<file path="src/rtl/bus_loan_pkg.sv">
package bus_loan_pkg;

    typedef enum logic [1:0] {
        ST_IDLE          = 2'd0,
        ST_WAIT_BOUNDARY = 2'd1,
        ST_GRANTED       = 2'd2,
        ST_GRANTED_HANG  = 2'd3
    } loan_state_t;

    function automatic logic is_loaned(loan_state_t s);
        return (s == ST_GRANTED) || (s == ST_GRANTED_HANG);
    endfunction

endpackage

</file>
<file path="src/rtl/bus_loan_sync.sv">
module bus_loan_sync #(
    parameter int STAGES = 2
) (
    input  logic clk,
    input  logic d_async,
    output logic q_sync
);
    logic [STAGES-1:0] chain;

    generate
        for (genvar i = 0; i < STAGES; i++) begin : g_stage
            if (i == 0) begin : g_first
                always_ff @(posedge clk) chain[0] <= d_async;
            end else begin : g_next
                always_ff @(posedge clk) chain[i] <= chain[i-1];
            end
        end
    endgenerate

    assign q_sync = chain[STAGES-1];
endmodule

</file>
<file path="src/rtl/bus_loan_sel.sv">
module bus_loan_sel (
    input  logic emu_en,
    input  logic sys_rst,
    input  logic emu_rst,
    input  logic ext_req,
    input  logic emu_req,
    input  logic loaned,
    output logic sel_rst,
    output logic sel_req,
    output logic bus_grant,
    output logic bus_grant_oe,
    output logic emu_grant
);
    always_comb begin
        sel_rst      = emu_en ? emu_rst : sys_rst;
        sel_req      = emu_en ? emu_req : ext_req;
        bus_grant    = loaned & ~emu_en;
        emu_grant    = loaned & emu_en;
        bus_grant_oe = ~emu_en;
    end

    always_comb begin
        assert_grant_split_R8: assert (!(bus_grant && emu_grant));
    end
endmodule

</file>
<file path="src/rtl/bus_loan_fsm.sv">
module bus_loan_fsm
    import bus_loan_pkg::*;
(
    input  logic clk,
    input  logic rst,
    input  logic req_s,
    input  logic boundary,
    input  logic pend,
    output logic loaned,
    output logic hang,
    output logic drv_en,
    output logic stall
);
    loan_state_t state, state_nx;

    always_comb begin
        state_nx = state;
        if (rst) begin
            state_nx = req_s ? ST_GRANTED : ST_IDLE;
        end else begin
            unique case (state)
                ST_IDLE:          if (req_s) state_nx = ST_WAIT_BOUNDARY;
                ST_WAIT_BOUNDARY: if (!req_s) state_nx = ST_IDLE;
                                  else if (boundary) state_nx = ST_GRANTED;
                ST_GRANTED:       if (!req_s) state_nx = ST_IDLE;
                                  else if (pend) state_nx = ST_GRANTED_HANG;
                ST_GRANTED_HANG:  if (!req_s) state_nx = ST_IDLE;
                                  else if (!pend) state_nx = ST_GRANTED;
                default:          state_nx = ST_IDLE;
            endcase
        end
    end

    always_ff @(posedge clk) state <= state_nx;

    always_comb begin
        loaned = is_loaned(state);
        hang   = (state == ST_GRANTED_HANG);
        drv_en = ~loaned;
        stall  = pend & loaned;
    end

    assert_grant_at_boundary_R2: assert property (@(posedge clk) disable iff (rst)
        $rose(loaned) |-> ($past(boundary) && $past(req_s)) || $past(rst));
    assert_release_on_drop_R4: assert property (@(posedge clk)
        !req_s |=> !loaned && !hang);
    assert_hang_needs_access_R5: assert property (@(posedge clk) disable iff (rst)
        $rose(hang) |-> $past(pend));
    assert_hang_within_loan_R9: assert property (@(posedge clk) disable iff (rst)
        hang |-> loaned);
    assert_stall_only_loaned_R6: assert property (@(posedge clk) disable iff (rst)
        stall |-> loaned && pend);
endmodule

</file>
<file path="src/rtl/bus_loan_ctrl.sv">
module bus_loan_ctrl #(
    parameter int SYNC_STAGES = 2
) (
    input  logic clk,
    input  logic sys_rst,
    input  logic emu_rst,
    input  logic emu_en,
    input  logic ext_req,
    input  logic emu_req,
    input  logic core_boundary,
    input  logic core_ext_pend,
    output logic bus_grant,
    output logic bus_grant_oe,
    output logic emu_grant,
    output logic grant_hang,
    output logic drv_en,
    output logic core_stall
);
    logic sel_rst, sel_req, req_s, loaned;

    bus_loan_sel u_sel (
        .emu_en(emu_en), .sys_rst(sys_rst), .emu_rst(emu_rst),
        .ext_req(ext_req), .emu_req(emu_req), .loaned(loaned),
        .sel_rst(sel_rst), .sel_req(sel_req), .bus_grant(bus_grant),
        .bus_grant_oe(bus_grant_oe), .emu_grant(emu_grant)
    );

    bus_loan_sync #(.STAGES(SYNC_STAGES)) u_sync (
        .clk(clk), .d_async(sel_req), .q_sync(req_s)
    );

    bus_loan_fsm u_fsm (
        .clk(clk), .rst(sel_rst), .req_s(req_s), .boundary(core_boundary),
        .pend(core_ext_pend), .loaned(loaned), .hang(grant_hang),
        .drv_en(drv_en), .stall(core_stall)
    );

    assert_drivers_off_in_loan_R3: assert property (@(posedge clk) disable iff (sel_rst)
        (bus_grant || emu_grant) |-> !drv_en);
endmodule

</file>
<file path="config.mk">
export PLATFORM = sky130hd
export DESIGN_NAME = bus_loan_ctrl
export DESIGN_NICKNAME = d
export VERILOG_FILES = /design/src/rtl/bus_loan_pkg.sv /design/src/rtl/bus_loan_sync.sv /design/src/rtl/bus_loan_sel.sv /design/src/rtl/bus_loan_fsm.sv /design/src/rtl/bus_loan_ctrl.sv
export SDC_FILE = /design/constraint.sdc
export NUM_CORES = 1
export LEC_CHECK = 0
export BUFFER_PORTS_ARGS = -buffer_cell sky130_fd_sc_hd__buf_4
export CORE_AREA = 2 2 39 41
export DETAILED_ROUTE_END_ITERATION = 10
export DIE_AREA = 0 0 41 43
export SETUP_SLACK_MARGIN = 0.5
export SLEW_MARGIN = 20
export SYNTH_ARGS = -nofsm -noshare
export SYNTH_HDL_FRONTEND = slang
export SYNTH_SLANG_ARGS = --single-unit
</file>
<file path="constraint.sdc">
create_clock -name clk -period 1 [get_ports clk]
set_input_delay 0.2 -clock clk [delete_from_list [all_inputs] [get_ports clk]]
set_output_delay 0.2 -clock clk [all_outputs]
set_load 0.03 [all_outputs]
</file>
======== After elaboration in Yosys (flattened, before gate mapping) ========
Index checks and enable logic that the tools add are counted.
W data, S select, Z words.
cells by class
  equal/unequal tests ..................... 7
  mux-type cells .......................... 12
  bitwise logic cells ..................... 5
  reduce and logical (&&, ||, !) cells .... 3
operators with widths
  operator              number
  $mux W2               9
  $ne A4 B4 Y1 const B  3
  $pmux W2 S4           1
  $eq A2 B2 Y1 const B  2
  $reduce_and A4 Y1     1
  $and A1 B1 Y1         3
  $ne A3 B3 Y1 const B  1
  $eq A2 B1 Y1 const B  1
  $logic_not A2 Y1      1
  $mux W1               2
  $not A1 Y1            2
  $logic_or A1 B1 Y1    1
storage, ports and cells
  output and inout bits ................... 6
  word-level logic and storage cells ...... 30
  flip-flop bits (word level) ............. 4

======== Depth between registers and ports, before layout ========
  depth in word-level cells ............... 4
  mapped depth ............................ 3
  gate-level depth less buffers ........... 3

======== Modules after synthesis ========
Synthesis repeated with hierarchy kept, for this count alone.
second synthesis, totals
  cell total of the unflattened synthesis .. 22
  area, all modules ....................... 220.2 um2
by module, submodules not included
  module         cells each  times used  area each (um2)
  bus_loan_fsm   15          1           137.6
  bus_loan_sel   5           1           42.5
  bus_loan_sync  2           1           40.0

======== Least setup slack after synthesis ========
Ideal clock, no wire load.
  kind .................................... flip-flop to flip-flop
  start ................................... register u_fsm.state[1]
  end ..................................... register u_fsm.state[0], enable pin
  arrival ................................. 0.864 ns
  cell stages (with the launch flop) ...... 4
  period minus slack after synthesis ...... 1.187 ns
  slack ................................... -0.187 ns
  required time ........................... 0.678 ns
  buffers on the path ..................... 0
  path through ............................ edfxtp_1 -> inv_2 -> o221ai_1 -> o211ai_1
on the way
  longest elaborated chain between the ends .. 3
  elaborated cells on any way between the ends .. 9
  classes of those cells .................. eq/ne (7); reduce/logical (2)
ends and longest elaborated chain
  item                                                           line                text
  from (decl)                                                    bus_loan_fsm.sv:14  loan_state_t state, state_nx;
  from (signal assigned)                                         bus_loan_fsm.sv:34  always_ff @(posedge clk) state <= state_nx;
  $eq A2 B2 Y1, or another cell as far along                     bus_loan_fsm.sv:21  unique case (state)
  $ne A4 B4 Y1 (no source line) or $ne A3 B3 Y1 (tied branches)  --
  $reduce_and A4 Y1 (no source line) (*)                         --
Mark *: on every way between the ends. The rest lies on a longest branch, timed or not.
A chain may end at the register's enable or synchronous reset.

======== Worst setup path in the final report ========
  start ................................... register u_fsm.state[0]
  end ..................................... output port grant_hang
on the way
  longest elaborated chain between the ends .. 1
ends and longest elaborated chain
  item          line                 text
  $eq A2 B2 Y1  bus_loan_fsm.sv:38   hang = (state == ST_GRANTED_HANG);
  to (decl)     bus_loan_ctrl.sv:15  output logic grant_hang,
No other way between the ends.

==> flow_metrics.tcl <==
set metrics [dict create \
    status "finished with violations" \
    violations "setup timing" \
    drt-initial-drc-count 0 \
    rr_startpoint "u_fsm.state[1]" \
    synthXorXnorAreaFrac_pct 4.32 \
    slowest_delay_ps 440 \
    drt_wl_total_microns 500 \
    die_width_microns 41 \
    via_count 227 \
    rsz0062_at_grt "yes" \
    finalNetCount 52 \
    clockBufferDepth 2 \
    max_freq_mhz 796 \
    diodes 0 \
    area_growth_pct 131 \
    vdd_drop_max_v 0.000546 \
    pwr-share-clk_pct 26.5 \
    cts_buffers 3 \
    startpoint "u_fsm.state[0]" \
    synth_warnings 0 \
    postCtsHoldBufs 0 \
    clock_skew_ps 7.96 \
    layout-drive-gt1-share_pct 72.1 \
    critPathCaptureType "output pin" \
    synthCells 20 \
    start_util_pct 14.6 \
    overflow 0 \
    core_area_sq_mm 0.00138 \
    worst_slew_pin_slew_ps 252 \
    path_cells "buf_6 -> inv_2 -> nor2_4 -> buf_6" \
    ant_nets 0 \
    synthAdderAreaFrac_pct 0 \
    stdcell_count 59 \
    postSynthAreaPerCell_sq_um 10.1 \
    antenna_found_initial 0 \
    period_needed_ps 1260 \
    synth.ff_latch_count 4 \
    crit_path_start_kind "register" \
    die_area_sq_mm 0.00176 \
    power_density_mw_per_mm2 1760 \
    seqPwrFrac_pct 28.7 \
    die_y_microns 43 \
    cp.required_ps 800 \
    switching_share_pct 33.8 \
    finalCritPeriodShare_pct 126 \
    synth_top_family_by_area "compound AO/OA/AOI/OAI gates" \
    crit_fanout 4 \
    dp_hpwl_microns 366 \
    power_uw 827 \
    cts_tree "yes" \
    post-place-ws_ps -195 \
    cp_num_buf_inv 3 \
    clkSlewWorstSetupHoldPaths_ps 40 \
    synthMuxAreaShare_pct 10.5 \
    placed_cells 52 \
    routedWlPerCell_microns 8.47 \
    hold_start "emu_req" \
    switching_power_uw 280 \
    vias_per_cell 3.85 \
    crit_family "flip-flops" \
    grt_pass1_vias 207 \
    synthesis.nets 28 \
    grt_pass1_wl_microns 786 \
    crit_type "register to output pin" \
    synth_area_leaders "edfxtp_1, dfxtp_1, nor2_1" \
    dr.pass1.iters 1 \
    p_int_uw 547 \
    io_pins 14 \
    max_slew_margin_pct 82.7 \
    drc 0 \
    hold_violations 0 \
    grt_max_degree 6 \
    slew_violations 0 \
    combPwrFrac_pct 44.9 \
    grt_use_total_pct 6.85 \
    worst_slack_ps -257 \
    htree_levels 1 \
    arrival_ps 1060 \
    leakage_uw 0.000214 \
    tns_ps -1740 \
    cp_slowest_cell "edfxtp_1" \
    path_common_cell "buf_6" \
    synth_area_leader_cell "edfxtp_1" \
    ys_seq_area_share_pct 49.4 \
    postLayoutCoreUtil_pct 33.9 \
    synthSimpleGateAreaFrac_pct 13.6 \
    synth.distinct_cells 14 \
    cap_violations 0 \
    place_congestion 0.618 \
    cts_sinks 4 \
    syn_area_sq_um 203 \
    synth_top_area_share_pct 29.6 \
    finalSetupViolCount 8 \
    numPortBuffers 13 \
    core.rowCount 14 \
    min_path_type "input port to register" \
    cts_root_buf "clkbuf_4" \
    clock_latency_ps 230 \
    synth_compound_area_share_pct 16.7 \
]
==> path summary, 6_finish.rpt <==
path | to | slack, ps | cells after the start
max | grant_hang | -260 | 4
min | u_sync.chain[0] | 200 | 2
max reg2reg | u_fsm.state[1] | -210 | 3
min reg2reg | u_sync.q_sync | 320 | 0
==> kinds of logic (layout without fill, tap and decap cells) <==
kind of cell	Yosys count	in the layout
simple gates	6	6
compound gates	4	4
flops	4	4
buf+inv	3	26
mux	2	2
xor+xnor	1	1
==> registers in the layout, indices dropped and copies added, names as in the netlist <==
signal         count
u_sync.chain       1
u_fsm.state        2
u_sync.q_sync      1
==> final cells by class <==
cell class | instances | area, sq um
fillers | 150 | 915
repair buffers | 19 | 180
flip-flops and latches | 4 | 100
clock buffers | 4 | 26.3
well taps | 16 | 20.0
multi-input cells | 13 | 125
inverters | 3 | 17.5
==> layout by cell type, fill, tap and decap left out, drive strengths merged, types with 2 or more instances in the layout <==
| master | netlist | layout |
|---|---|---|
| nor2 | 4 | 4 |
| buf | 0 | 19 |
| inv | 3 | 2 |
| dfxtp | 2 | 2 |
| edfxtp | 2 | 2 |
| clkbuf | 0 | 4 |
==> stage by stage <==
step | hold WS, ps | area (sq um)
after global routing | 190 | 469
after detailed placement | 315 | 365
after global placement | 310 | 365
after floorplan | 310 | 225
final | 197 | 469
after CTS | 191 | 448
==> power by group through the flow <==
| stage | Clock (uW) | Sequential, uW | Combinational [uW] |
|---|---|---|---|
| CTS | 230 | 237 | 349 |
| floorplan | 0 | 232 | 170 |
| global route | 246 | 242 | 401 |
| global placement | 0 | 236 | 286 |
| finish | 219 | 237 | 371 |
| detailed placement | 0 | 238 | 287 |
==> worst reg2reg max path, delay by kind of cell (launching register included) <==
kind | cells | cell delay [ps]
DFF | 1 | 450
and+or+nand+nor | 1 | 190
AOI/OAI and AO/OA | 2 | 300
==> timing repair <==
item                                    4_1_cts  5_1_grt
resized for setup                            10        5
buffers inserted                              3        0
pin swaps                                     3        1
endpoints found under the setup margin       11       11
gates cloned                                  0        0
==> synth_stat cells <==
| cell | number |
|---|---|
| a21boi_1 | 1 |
| mux2_1 | 1 |
| inv_2 | 1 |
| inv_1 | 2 |
| nand2b_1 | 1 |
| xor2_1 | 1 |
| o211ai_1 | 1 |
| dfxtp_1 | 2 |
| edfxtp_1 | 2 |
| o211a_1 | 1 |
| o221ai_1 | 1 |
| and2_1 | 1 |
| mux2i_1 | 1 |
| nor2_1 | 4 |
==> routing by layer <==
layer	part of all wire, %	vias up	track usage [%]
met2	54	12	9.06
met4	0	0	4.00
met1	34	99	8.77
met5	0	-	0
met3	12	0	3.14
li1	-	116	-
Power figures use the tool's default switching activity.
